**src/rtl/dspwm_pkg.sv**
```systemverilog
package dspwm_pkg;
    typedef enum logic [1:0] {
        DRV_RUN  = 2'd0,
        DRV_LOW  = 2'd1,
        DRV_HIGH = 2'd2
    } drv_mode_e;
endpackage

```
**src/rtl/dspwm_counter.sv**
```systemverilog
module dspwm_counter #(
    parameter int CNT_W = 8
) (
    input  logic             clk,
    input  logic             rst_n,
    input  logic [CNT_W-1:0] top_i,
    output logic [CNT_W-1:0] cnt_o,
    output logic [CNT_W-1:0] cnt_nxt_o,
    output logic             up_nxt_o,
    output logic             bottom_nxt_o
);
    typedef struct packed {
        logic [CNT_W-1:0] cnt;
        logic             up;
    } ctr_s;

    ctr_s s_q, s_d;

    always_comb begin
        s_d = s_q;
        if (s_q.up) begin
            if (s_q.cnt >= top_i) begin
                s_d.cnt = (top_i == '0) ? '0 : s_q.cnt - 1'b1;
                s_d.up  = 1'b0;
            end else begin
                s_d.cnt = s_q.cnt + 1'b1;
            end
        end else begin
            s_d.cnt = s_q.cnt - 1'b1;
        end
        if (s_d.cnt == '0) begin
            s_d.up = 1'b1;
        end
    end

    always_ff @(posedge clk or negedge rst_n) begin
        if (!rst_n) begin
            s_q <= '{cnt: '0, up: 1'b1};
        end else begin
            s_q <= s_d;
        end
    end

    assign cnt_o        = s_q.cnt;
    assign cnt_nxt_o    = s_d.cnt;
    assign up_nxt_o     = s_d.up;
    assign bottom_nxt_o = (s_d.cnt == '0);

    // the falling slope never sits at zero
    a_r1_no_fall_at_zero: assert property (@(posedge clk) disable iff (!rst_n)
        !s_q.up |-> (s_q.cnt != '0));

    // the count never passes the top it is given
    a_r1_within_top: assert property (@(posedge clk) disable iff (!rst_n)
        (s_q.cnt <= top_i) || (s_q.cnt == '0));
endmodule

```
**src/rtl/dspwm_judge.sv**
```systemverilog
module dspwm_judge
    import dspwm_pkg::*;
#(
    parameter int CNT_W = 8
) (
    input  logic [CNT_W-1:0] top_i,
    input  logic [CNT_W-1:0] cmp_i,
    input  logic [CNT_W:0]   min_w_i,
    output drv_mode_e        mode_o
);
    localparam int WW = CNT_W + 1;

    logic [CNT_W-1:0] gap;
    logic [WW-1:0]    hi_w;
    logic [WW-1:0]    lo_w;

    always_comb begin
        gap  = top_i - cmp_i;
        hi_w = {cmp_i, 1'b0};
        lo_w = {gap, 1'b0};
        if ((cmp_i == '0) || (hi_w < min_w_i)) begin
            mode_o = DRV_LOW;
        end else if ((cmp_i >= top_i) || (lo_w < min_w_i)) begin
            mode_o = DRV_HIGH;
        end else begin
            mode_o = DRV_RUN;
        end
    end
endmodule

```
**src/rtl/dspwm_gate.sv**
```systemverilog
module dspwm_gate
    import dspwm_pkg::*;
#(
    parameter int CNT_W = 8
) (
    input  logic             clk,
    input  logic             rst_n,
    input  logic [CNT_W-1:0] top_i,
    input  logic [CNT_W-1:0] cmp_i,
    input  logic [CNT_W:0]   min_w_i,
    input  logic             invert_i,
    output logic             gate_o,
    output logic             rail_o,
    output logic [CNT_W-1:0] count_o
);
    typedef struct packed {
        logic [CNT_W-1:0] top;
        logic [CNT_W-1:0] cmp;
        logic             inv;
        drv_mode_e        mode;
        logic             gate;
    } act_s;

    act_s s_q, s_d;

    logic [CNT_W-1:0] cnt_nxt;
    logic             up_nxt;
    logic             bottom_nxt;
    drv_mode_e        mode_new;
    logic             lvl;

    dspwm_counter #(.CNT_W(CNT_W)) u_ctr (
        .clk          (clk),
        .rst_n        (rst_n),
        .top_i        (s_q.top),
        .cnt_o        (count_o),
        .cnt_nxt_o    (cnt_nxt),
        .up_nxt_o     (up_nxt),
        .bottom_nxt_o (bottom_nxt)
    );

    dspwm_judge #(.CNT_W(CNT_W)) u_judge (
        .top_i   (top_i),
        .cmp_i   (cmp_i),
        .min_w_i (min_w_i),
        .mode_o  (mode_new)
    );

    always_comb begin
        s_d = s_q;
        if (bottom_nxt) begin
            s_d.top  = top_i;
            s_d.cmp  = cmp_i;
            s_d.inv  = invert_i;
            s_d.mode = mode_new;
        end
        case (s_d.mode)
            DRV_HIGH: lvl = 1'b1;
            DRV_LOW:  lvl = 1'b0;
            default:  lvl = up_nxt ? (cnt_nxt < s_d.cmp) : (cnt_nxt <= s_d.cmp);
        endcase
        s_d.gate = lvl ^ s_d.inv;
    end

    always_ff @(posedge clk or negedge rst_n) begin
        if (!rst_n) begin
            s_q <= '{top: '0, cmp: '0, inv: 1'b0, mode: DRV_LOW, gate: 1'b0};
        end else begin
            s_q <= s_d;
        end
    end

    assign gate_o = s_q.gate;
    assign rail_o = (s_q.mode != DRV_RUN);

    // each tick moves the count by one, or holds it at zero
    a_r1_unit_step: assert property (@(posedge clk) disable iff (!rst_n)
        (count_o == $past(count_o) + 1'b1) || ($past(count_o) == count_o + 1'b1) ||
        ((count_o == '0) && ($past(count_o) == '0)));

    // active settings stay frozen away from the bottom
    a_r8_frozen_mid_period: assert property (@(posedge clk) disable iff (!rst_n)
        (count_o != '0) |-> ($stable(s_q.cmp) && $stable(s_q.top) && $stable(s_q.inv)
                             && $stable(s_q.mode)));

    // a railed period never toggles the gate
    a_r9_rail_steady: assert property (@(posedge clk) disable iff (!rst_n)
        ((count_o != '0) && rail_o) |-> $stable(gate_o));

    // a normal period always has room for both pulses
    a_r6_r7_run_margin: assert property (@(posedge clk) disable iff (!rst_n)
        (s_q.mode == DRV_RUN) |-> ((s_q.cmp != '0) && (s_q.cmp < s_q.top)));
endmodule

```
**config.mk**
```make
export PLATFORM = sky130hd
export DESIGN_NAME = dspwm_gate
export DESIGN_NICKNAME = d
export VERILOG_FILES = /design/src/rtl/dspwm_pkg.sv /design/src/rtl/dspwm_counter.sv /design/src/rtl/dspwm_judge.sv /design/src/rtl/dspwm_gate.sv
export SDC_FILE = /design/constraint.sdc
export NUM_CORES = 1
export LEC_CHECK = 0
export ABC_CLOCK_PERIOD_IN_PS = 5450
export BUFFER_PORTS_ARGS = -buffer_cell sky130_fd_sc_hd__buf_4
export CORE_MARGIN = 2
export CORE_UTILIZATION = 45
export DETAILED_ROUTE_END_ITERATION = 8
export GPL_ROUTABILITY_DRIVEN = 0
export GPL_TIMING_DRIVEN = 0
export MAX_ROUTING_LAYER = met4
export PLACE_DENSITY = 0.65
export SKIP_LAST_GASP = 1
export SLEW_MARGIN = 40
export SYNTH_ARGS = -nofsm -noshare
export SYNTH_HDL_FRONTEND = slang
export SYNTH_SLANG_ARGS = --single-unit
```
**constraint.sdc**
```tcl
create_clock -name clk -period 5.45 [get_ports clk]
set_input_delay 1.09 -clock clk [delete_from_list [all_inputs] [get_ports clk]]
set_output_delay 1.09 -clock clk [all_outputs]
set_load 0.005 [all_outputs]
```
==> impl_metrics.csv, run 1 <==
group,metric,value,unit
power_and_ir_drop,p_clk_share,42.2,%
clock_tree,cts_resized,0,
power_and_ir_drop,powerDensity,170,mW/mm^2
global_route,grt_pass1_wl,10000,um
clock_tree,cts_setup_buffers,0,
clock_tree,cts_tree,"built",
power_and_ir_drop,cellLeakagePower,1.53,nW
logic_synthesis,synthMuxAreaShare,11.5,%
final_layout,fill_cells,553,
detailed_routing,drtIter0Drc,87,
floorplanning,die_h,81.9,um
global_route,grt_pass1_vias,2168,
logic_synthesis,yosysWarnings,0,
clock_tree,cts.htree.levels,2,
detailed_routing,wl_per_cell,14.4,um
final_layout,diodes,0,
logic_synthesis,syn_avg_cell_area,9.36,um^2
clock_tree,numCtsBuffers,5,
global_route,antenna_found_initial,0,
detailed_routing,routed_wl,5940,um
detailed_routing,drtPass1Iterations,4,
critical_path,arrival,5020,ps
logic_synthesis,synth_ff_type,"dfrtp_1",
critical_path,cp-end-kind,"flop",
logic_synthesis,syn_nets,364,
final_layout,post-route-cell-area,0.00322,mm^2
status,status,"complete, no violations",
floorplanning,io_pins,38,
critical_path,ff2ff_setup_slack,690,ps
floorplanning,core-area,0.00589,mm^2
place,hpwl,4680,um
logic_synthesis,synth-compound-area-share,13.5,%
logic_synthesis,synth.distinct_cells,50,
power_and_ir_drop,peakVddDrop,0.000112,V
power_and_ir_drop,share_comb_of_total_power,18.5,%
sta,hold_viol,0,
final_layout,layout.nets,408,
floorplanning,die_width,81.9,um
logic_synthesis,synth_fa_ha_area_share,20.4,%
logic_synthesis,synth_seq_cells,29,
logic_synthesis,async_flop_share,100,%
floorplanning,dieArea,0.00671,mm^2
sta,slew_violations,0,
logic_synthesis,ys_seq_area_share,26.6,%
critical_path,worstPathRequired,5620,ps
critical_path,critPathMaxFanout,5,
final_layout,areaGrowthSynthToFinish,17.8,%
floorplanning,initial_core_util,46.4,%
sta,skew,8.77,ps
power_and_ir_drop,power.switching,0.135,mW
clock_tree,cts_num_sinks,29,
logic_synthesis,synthXorXnorAreaFrac,3.20,%
logic_synthesis,syn-cell-area,0.00273,mm^2
sta,worst_pin_slew,505,ps
place,numPlacedInstances,404,
sta,finalCritPeriodShare,89.0,%
detailed_routing,detailroute.via_count,2244,
final_layout,stdcell_count,412,
logic_synthesis,synth_top_family_by_area,"adder cells",
floorplanning,rows,28,
final_layout,drive_above_1_share,22.8,%
global_route,grt_max_degree,30,
place,placed_area,0.00311,mm^2
logic_synthesis,synth-simple-area-share,16.6,%
clock_tree,cts_hold_buf,0,
sta,fin_setup_tns,0,ps
detailed_routing,via_per_inst,5.45,
min_path,hold_path.class,"flop to flop",
sta,max_clock_freq,206,MHz
global_route,grt_overflow,0,
sta,setup_viol_count_final,0,
power_and_ir_drop,swShare,24.6,%
critical_path,worstSetupStartpointType,"primary input",
critical_path,crit_type,"primary input to flop",
job,cap_viol_max_count,0,
logic_synthesis,synth_edf_count,0,
sta,max-slew-margin-rel,66.0,%
sta,rsz0062_at_grt,"false",
clock_tree,path_clk_slew,60,ps
global_route,grt_use_total,20.5,%
place,portBuffers,37,
power_and_ir_drop,p_int,0.413,mW
power_and_ir_drop,seqPwrFrac,39.3,%
clock_tree,clock_latency,280,ps
logic_synthesis,synth_cells,292,
clock_tree,clockBufferDepth,2,
detailed_routing,drc_errors,0,
detailed_routing,ant_nets,0,
sta,fin_crit,4850,ps
clock_tree,root_buffer,"clkbuf_8",
cells by family (layout without fill, tap and decap cells):
kind of cell               Yosys count  count (layout)
xor gates and xnor gates            10              10
DFF                                 29              29
and+or+nand+nor                     82              82
muxes                               29              29
adders and majority gates           44              44
AOI/OAI and AO/OA                   54              54
buffers and inverters               44              89
critical path, stage by stage:
cell and delay [ps]:
buf_4 120, inv_1 70, ha_1 290, a21o_1 160, a21o_1 190, a21o_1 170, a21oi_1 220, o21bai_1 90
a21oi_1 180, xnor2_1 160, ha_1 300, a21oi_1 160, nand2_1 70, a41o_1 220, a21oi_1 140, mux2_2 190
ha_1 260, mux2_2 290, a31oi_1 230, o21ai_0 160, xnor2_1 150, mux2i_1 80
cell type report:
class                   instances  area, um^2  share of cell area [%]
clock buffers                   7        86.3                    2.68
well taps                      75        93.8                    2.91
repair buffers                 37         278                    8.62
inverters                      31         116                    3.61
flip-flops and latches         29         728                    22.6
multi-input cells             219        1780                    55.4
clock inverters                 1        30.0                   0.932
plain buffers                  13         105                    3.26
cell usage in the layout (no fill, tap or decap), types with 2 or more instances in the layout:
master / instances
clkbuf_8: 6
nor2b_1: 7
clkbuf_1: 2
nand3_1: 9
nor3_1: 7
a31oi_1: 2
or3_1: 5
or2_2: 3
nand2_1: 14
o31ai_1: 2
dfstp_2: 2
nor2_1: 14
inv_1: 31
a21oi_1: 15
and3_1: 5
nand3b_1: 2
mux2i_1: 9
a21o_1: 5
o21a_1: 6
buf_4: 47
dfrtp_1: 27
nor4_1: 3
mux2_1: 9
nand4_1: 5
o21ai_1: 2
ha_1: 43
nand2b_1: 2
mux2_2: 11
xor2_1: 4
xnor2_1: 6
o21ai_0: 11
through the flow:
| stage | util, % | hold WS (ps) | setup WS (ps) | total power [mW] |
|---|---|---|---|---|
| floorplan | - | 474 | 877 | 0.281 |
| global placement | 52.8 | 488 | 433 | 0.318 |
| detailed placement | 52.8 | 489 | 348 | 0.321 |
| CTS | 54.7 | 504 | 612 | 0.554 |
| global route | 54.7 | 538 | 373 | 0.583 |
| finish | 54.7 | 508 | 601 | 0.548 |
routing by layer:
layer | share of wire (%) | GRT usage, % | vias to the layer above | wire length [um]
li1 | - | - | 1131 | -
met1 | 47 | 24.9 | 1046 | 2820
met2 | 47 | 34.1 | 57 | 2770
met3 | 4.0 | 3.63 | 10 | 239
met4 | 1.9 | 7.17 | 0 | 114
met5 | 0 | - | - | 0
state kept, by name (all words and copies together) (netlist names):
register     count
gate_o           1
s_q             19
u_ctr.cnt_o      8
u_ctr.s_q        1
final timing paths:
path                                                from                      to  cells after the start
worst max register to register  u_ctr.cnt_o[3]$_DFF_PN0_        gate_o$_DFF_PN0_                     17
worst min register to register          s_q[4]$_DFF_PN0_        s_q[4]$_DFF_PN0_                      1
min in group asynchronous                          rst_n        s_q[2]$_DFF_PN0_                      1
worst min-delay path                    s_q[4]$_DFF_PN0_        s_q[4]$_DFF_PN0_                      1
worst max-delay path                            cmp_i[1]        gate_o$_DFF_PN0_                     22
max in group asynchronous                          rst_n  u_ctr.s_q[0]$_DFF_PN1_                      1
synthesized netlist by cell type (all sizes together) (4+ instances only):
cell type  number  share of area [%]
ha             43                 20
inv            31                4.3
dfrtp          27                 25
mux2           20                8.2
a21oi          16                3.3
nand2          14                1.9
nor2           14                1.9
o21ai          13                2.4
buf            12                3.7
mux2i           9                3.3
nand3           9                1.6
nor2b           7                1.6
nor3            7                1.3
o21a            6                1.6
xnor2           6                1.9
a21o            5                1.4
and3            5                1.1
nand4           5                1.1
or3             5                1.1
nor4            4                1.5
or2             4               0.92
xor2            4                1.3
power groups by stage:
stage	Clock [mW]	Sequential (mW)	Combinational, mW
floorplan	0	0.219	0.0617
global placement	0	0.219	0.0989
detailed placement	0	0.219	0.102
CTS	0.236	0.215	0.103
global route	0.251	0.215	0.117
finish	0.231	0.215	0.102
Power figures use the tool's default switching activity.
==> inputs of run 2 (changes only) <==
--- a/config.mk
+++ b/config.mk
@@ -8,12 +8,12 @@
 export ABC_CLOCK_PERIOD_IN_PS = 5450
 export BUFFER_PORTS_ARGS = -buffer_cell sky130_fd_sc_hd__buf_4
 export CORE_MARGIN = 2
-export CORE_UTILIZATION = 45
+export CORE_UTILIZATION = 25
 export DETAILED_ROUTE_END_ITERATION = 8
 export GPL_ROUTABILITY_DRIVEN = 0
 export GPL_TIMING_DRIVEN = 0
 export MAX_ROUTING_LAYER = met4
-export PLACE_DENSITY = 0.65
+export PLACE_DENSITY = 0.41
 export SKIP_LAST_GASP = 1
 export SLEW_MARGIN = 40
 export SYNTH_ARGS = -nofsm -noshare
==> run 2 against run 1 <==
Effect of this change: sequential share of layout area shrank 0.46 points; non-clock buffer count stayed put; register-to-register slack worse by 90 ps; critical path depth decreased by 1; clock skew shrank 1.4 ps; global-route usage is 7.5 points lower; sequential power hardly changed; largest cell class unchanged; largest power group is now registers; highest routed layer unchanged.
==> impl_metrics.csv, run 2 (synthesis gave the netlist of run 1 again) <==
group,metric,value,unit
status,status,"complete, no violations",
min_path,hold_path.class,"flop to flop",
final_layout,layout_commonest_cell,"buf_4",
critical_path,crit_slowest_cell,"dfrtp_1",
critical_path,r2r_start,"u_ctr.cnt_o[3]$_DFF_PN0_",
sta,worst_pin_slew,499,ps
clock_tree,cts_num_sinks,29,
critical_path,ff2ff_setup_slack,600,ps
critical_path,crit_type,"flop to flop",
final_layout,largest_reg_flops,19,
clock_tree,cts_resized,0,
floorplanning,die_width,109,um
floorplanning,die_h,109,um
global_route,antenna_found_initial,0,
critical_path,crit-reg2reg-capture,"gate_o$_DFF_PN0_",
sta,slew_violations,0,
place,numPlacedInstances,469,
sta,layout_setup_ws,600,ps
global_route,grt_overflow,0,
global_route,grt_pass1_vias,2284,
sta,skew,7.41,ps
floorplanning,core-area,0.0107,mm^2
power_and_ir_drop,peakVddDrop,0.0000635,V
clock_tree,numCtsBuffers,5,
final_layout,final_cell_mix,"47 x buf_4, 43 x ha_1, 31 x inv_1, 27 x dfrtp_1, 15 x a21oi_1",
power_and_ir_drop,cellLeakagePower,1.53,nW
clock_tree,clockBufferDepth,2,
min_path,hold_end,"s_q[7]$_DFF_PN0_",
critical_path,arrival,5020,ps
floorplanning,io_pins,38,
sta,fin_crit,4850,ps
critical_path,worstSetupStartpointType,"flop",
clock_tree,cts.htree.levels,2,
critical_path,worst_r2r_path_depth,21,
min_path,min_path_cells,1,
critical_path,critPathMaxFanout,10,
min_path,worstHoldStart,"s_q[7]$_DFF_PN0_",
floorplanning,rows,38,
sta,whs,507,ps
place,dpl_worst_slack,283,ps
sta,finalCritPeriodShare,89.0,%
sta,hold_viol,0,
final_layout,layout.nets,408,
clock_tree,root_buffer,"clkbuf_8",
final_layout,stdcell_count,477,
detailed_routing,drtPass1Iterations,4,
global_route,grt_pass1_wl,11500,um
critical_path,cpPeakStageDelay,510,ps
detailed_routing,ant_nets,0,
critical_path,crit_start,"u_ctr.cnt_o[3]$_DFF_PN0_",
sta,fin_setup_tns,0,ps
detailed_routing,detailroute.via_count,2231,
sta,max-slew-margin-rel,66.4,%
floorplanning,dieArea,0.0118,mm^2
critical_path,worstPathRequired,5620,ps
power_and_ir_drop,powerDensity,157,mW/mm^2
clock_tree,path_clk_slew,70,ps
final_layout,drive_above_1_share,23.1,%
sta,rsz0062_at_grt,"false",
job,cap_viol_max_count,0,
final_layout,diodes,0,
detailed_routing,drc_errors,0,
detailed_routing,wl_per_cell,14.1,um
clock_tree,clock_latency,280,ps
detailed_routing,via_per_inst,4.68,
final_layout,top_register,"s_q",
clock_tree,cts_setup_buffers,0,
clock_tree,cts_tree,"built",
clock_tree,cts_hold_buf,0,
critical_path,cp_cell_sequence,"ha_1 -> or3_1 -> a21oi_1 -> o311a_2 -> buf_4 -> nor4_1 -> a31oi_1 -> nand3_1 -> nor4_4 -> buf_6 -> buf_8 -> mux2i_1 -> ha_1 -> nor2b_1 -> o21ai_0 -> a21oi_1 -> o31ai_1 -> a31oi_1 -> o21ai_0 -> xnor2_1 -> mux2i_1",
floorplanning,initial_core_util,25.4,%
place,portBuffers,37,
final_layout,fill_cells,1197,
sta,setup_viol_count_final,0,
detailed_routing,routed_wl,6730,um
final_layout,areaGrowthSynthToFinish,20.3,%
sta,max_clock_freq,206,MHz
place,hpwl,5390,um
global_route,grt_max_degree,30,
global_route,grt_use_total,13.0,%
detailed_routing,drtIter0Drc,54,
critical_path,cp-end-kind,"flop",
==> run 2: cell types whose count changed in the layout (fill, tap and decap cells not counted) <==
| cell | change |
|---|---|
| clkinv_2 | +1 |
| clkbuf_1 | -1 |
| clkbuf_8 | +1 |
| bufinv_16 | -1 |
==> run 2: worst max path at each step <==
stage / to / slack [ps] / depth (start not counted)
finish: gate_o$_DFF_PN0_ / 600 / 21
global route: gate_o$_DFF_PN0_ / 170 / 21
CTS: gate_o$_DFF_PN0_ / 560 / 21
detailed placement: gate_o$_DFF_PN0_ / 280 / 22
global placement: gate_o$_DFF_PN0_ / 320 / 22
floorplan: gate_o$_DFF_PN0_ / 880 / 22
==> run 2: area by class of cell <==
type / count / area, um^2 / area share, %
clock buffer: 7 / 96.3 / 2.93
timing repair buffer: 37 / 278 / 8.45
inverter: 31 / 116 / 3.54
multi-input combinational: 219 / 1780 / 54.3
tap: 140 / 175 / 5.33
buffer: 13 / 105 / 3.20
clock inverter: 1 / 5.00 / 0.152
sequential: 29 / 728 / 22.1
==> run 2: critical path, delay by kind of cell, from the launching register on <==
family,cells,cell delay (ps)
compound gates,8,1520
xor+xnor,1,140
fa+ha+maj,2,570
buf+inv,3,570
flops,1,510
mux,2,310
simple gates,5,1110
==> run 2: through the flow <==
stage	power, mW	cell area (um^2)	utilization, %
after global placement	0.321	3190	29.7
after global routing	0.550	3290	30.6
after floorplan	0.281	2730	-
final	0.515	3290	30.6
after CTS	0.525	3290	30.6
after detailed placement	0.323	3190	29.7
==> run 2: metal layers <==
| layer | vias to the layer above | wire [um] | global-route usage [%] |
|---|---|---|---|
| li1 | 1129 | - | - |
| met1 | 1056 | 3320 | 16.7 |
| met2 | 35 | 3090 | 20.8 |
| met3 | 11 | 196 | 1.93 |
| met4 | 0 | 122 | 4.40 |
| met5 | - | 0 | - |
==> run 2: power breakdown <==
| group | switching (mW) | internal (mW) |
|---|---|---|
| logic | 0.0529 | 0.0491 |
| registers | 0 | 0.215 |
| clock network | 0.0833 | 0.114 |
==> inputs of run 3 (changes only) <==
--- a/config.mk
+++ b/config.mk
@@ -5,7 +5,7 @@
 export SDC_FILE = /design/constraint.sdc
 export NUM_CORES = 1
 export LEC_CHECK = 0
-export ABC_CLOCK_PERIOD_IN_PS = 5450
+export ABC_CLOCK_PERIOD_IN_PS = 5170
 export BUFFER_PORTS_ARGS = -buffer_cell sky130_fd_sc_hd__buf_4
 export CORE_MARGIN = 2
 export CORE_UTILIZATION = 25
==> constraint.sdc (replaced) <==
create_clock -name clk -period 5.17 [get_ports clk]
set_input_delay 1.034 -clock clk [delete_from_list [all_inputs] [get_ports clk]]
set_output_delay 1.034 -clock clk [all_outputs]
set_load 0.005 [all_outputs]
==> run 3 against run 2 <==
Effect of this change: sequential power grew 6%; worst hold slack worse by 2.2 ps; die area unchanged; first-iteration DRC count is the same; clock skew barely moved; core utilization up 0.24 points; global-route usage stayed put; sequential share of layout area fell by 0.10 points; final cell count is the same; critical path type unchanged; critical endpoint unchanged; largest cell class unchanged; highest routed layer unchanged.
==> impl_metrics.csv, run 3 (synthesis gave the netlist of run 1 again) <==
group,metric,value,unit
detailed_routing,drtPass1Iterations,4,
critical_path,critPathMaxFanout,10,
final_layout,drive_above_1_share,25.2,%
place,portBuffers,37,
clock_tree,cts.htree.levels,2,
critical_path,crit_slowest_cell,"or4_4",
global_route,grt_pass1_wl,11500,um
critical_path,crit_type,"flop to flop",
sta,skew,7.06,ps
power_and_ir_drop,design_power_total,0.543,mW
floorplanning,rows,38,
final_layout,areaGrowthSynthToFinish,21.2,%
power_and_ir_drop,peakVddDrop,0.0000667,V
floorplanning,die_width,109,um
sta,setup_viol_count_final,0,
sta,fin_setup_tns,0,ps
sta,max_clock_freq,209,MHz
critical_path,crit_cells,21,
global_route,grt_use_total,13.0,%
clock_tree,path_clk_slew,70,ps
final_layout,diodes,0,
status,status,"complete, no violations",
critical_path,worst_r2r_path_depth,21,
clock_tree,clock_latency,280,ps
critical_path,worstPathRequired,5340,ps
sta,rsz0062_at_grt,"false",
critical_path,worstSetupStartpointType,"flop",
floorplanning,core-area,0.0107,mm^2
critical_path,crit-reg2reg-capture,"gate_o$_DFF_PN0_",
critical_path,ff2ff_setup_slack,390,ps
place,dpl_worst_slack,59.5,ps
critical_path,path_buf_inv,3,
place,placed_area,0.00319,mm^2
detailed_routing,ant_nets,0,
min_path,min_path_cells,1,
final_layout,final_cell_mix,"47 x buf_4, 43 x ha_1, 31 x inv_1, 25 x dfrtp_1",
critical_path,cp_cell_sequence,"ha_1 -> or4_4 -> a21oi_4 -> o311a_2 -> buf_4 -> nor4_1 -> a31oi_1 -> nand3_2 -> nor4_4 -> buf_6 -> buf_8 -> mux2i_1 -> ha_1 -> nor2b_1 -> o21ai_0 -> a21oi_1 -> o31ai_1 -> a31oi_2 -> o21ai_0 -> xnor2_1 -> mux2i_1",
job,cap_viol_max_count,0,
sta,max-slew-margin-rel,66.4,%
global_route,grt_max_degree,30,
clock_tree,numCtsBuffers,5,
global_route,antenna_found_initial,0,
final_layout,largest_reg_flops,19,
place,numPlacedInstances,469,
floorplanning,io_pins,38,
detailed_routing,via_per_inst,4.68,
clock_tree,root_buffer,"clkbuf_8",
sta,worst_pin_slew,500,ps
critical_path,cpPeakStageDelay,500,ps
detailed_routing,routed_wl,6750,um
power_and_ir_drop,powerDensity,164,mW/mm^2
final_layout,layout_commonest_cell,"buf_4",
sta,slew_violations,0,
critical_path,cp-end-kind,"flop",
clock_tree,clockBufferDepth,2,
clock_tree,cts_setup_buffers,0,
min_path,hold_path.class,"flop to flop",
sta,finalCritPeriodShare,92.4,%
floorplanning,initial_core_util,25.4,%
detailed_routing,detailroute.via_count,2231,
clock_tree,cts_num_sinks,29,
detailed_routing,drc_errors,0,
global_route,grt_pass1_vias,2284,
clock_tree,cts_tree,"built",
final_layout,top_register,"s_q",
critical_path,crit_family,"compound AO/OA/AOI/OAI gates",
final_layout,post-route-cell-area,0.00331,mm^2
critical_path,crit_start,"u_ctr.cnt_o[3]$_DFF_PN0_",
place,hpwl,5390,um
critical_path,r2r_start,"u_ctr.cnt_o[3]$_DFF_PN0_",
power_and_ir_drop,cellLeakagePower,1.53,nW
detailed_routing,drtIter0Drc,54,
floorplanning,die_h,109,um
critical_path,arrival,4950,ps
detailed_routing,wl_per_cell,14.2,um
sta,fin_crit,4780,ps
final_layout,stdcell_count,477,
critical_path,setup.worst_path.end,"gate_o$_DFF_PN0_",
floorplanning,dieArea,0.0118,mm^2
sta,layout_setup_ws,391,ps
final_layout,layout.nets,408,
sta,hold_viol,0,
global_route,grt_overflow,0,
run 3: cell types whose count changed in the layout (fill, tap and decap cells not counted):
cell	before	now
a21oi_1	15	13
a21oi_2	0	2
dfrtp_1	27	25
dfrtp_2	0	2
a31oi_1	2	1
a31oi_2	0	1
nand3_1	9	8
nand3_2	0	1
nor3_1	7	6
nor3_2	0	1
run 3: cell type report:
type	instances	area, um^2
multi-input cells	219	1810
fillers	1197	7430
well taps	140	175
clock inverters	1	5.00
repair buffers	37	278
flip-flops and latches	29	731
clock buffers	7	96.3
inverters	31	116
plain buffers	13	105
run 3: per-layer routing:
metal / global-route usage [%] / wire, um
met5: - / 0
met4: 4.40 / 120
met3: 1.93 / 219
met2: 20.8 / 3120
met1: 16.7 / 3290
run 3: stage by stage:
step	util, %	hold slack, ps
after global placement	29.7	489
after CTS	30.6	510
after global routing	30.8	527
final	30.8	505
after floorplan	-	474
after detailed placement	29.7	495
run 3: timing repair:
action	4_1_cts	5_1_grt
resized for setup	0	7
hold buffers	0	0
endpoints found under the setup margin	0	1
run 3: power breakdown:
group          switching [mW]  internal [mW]
clock                  0.0880          0.120
sequential                  0          0.227
combinational          0.0558         0.0517
total                   0.144          0.399
run 3: how the worst min path moves through the flow:
stage | startpoint | to | slack [ps]
global placement | s_q[11]$_DFF_PN0_ | s_q[11]$_DFF_PN0_ | 490
global route | s_q[4]$_DFF_PN0_ | s_q[4]$_DFF_PN0_ | 530
CTS | s_q[11]$_DFF_PN0_ | s_q[11]$_DFF_PN0_ | 510
finish | s_q[11]$_DFF_PN0_ | s_q[11]$_DFF_PN0_ | 510
detailed placement | s_q[11]$_DFF_PN0_ | s_q[11]$_DFF_PN0_ | 490
floorplan | s_q[4]$_DFF_PN0_ | s_q[4]$_DFF_PN0_ | 470
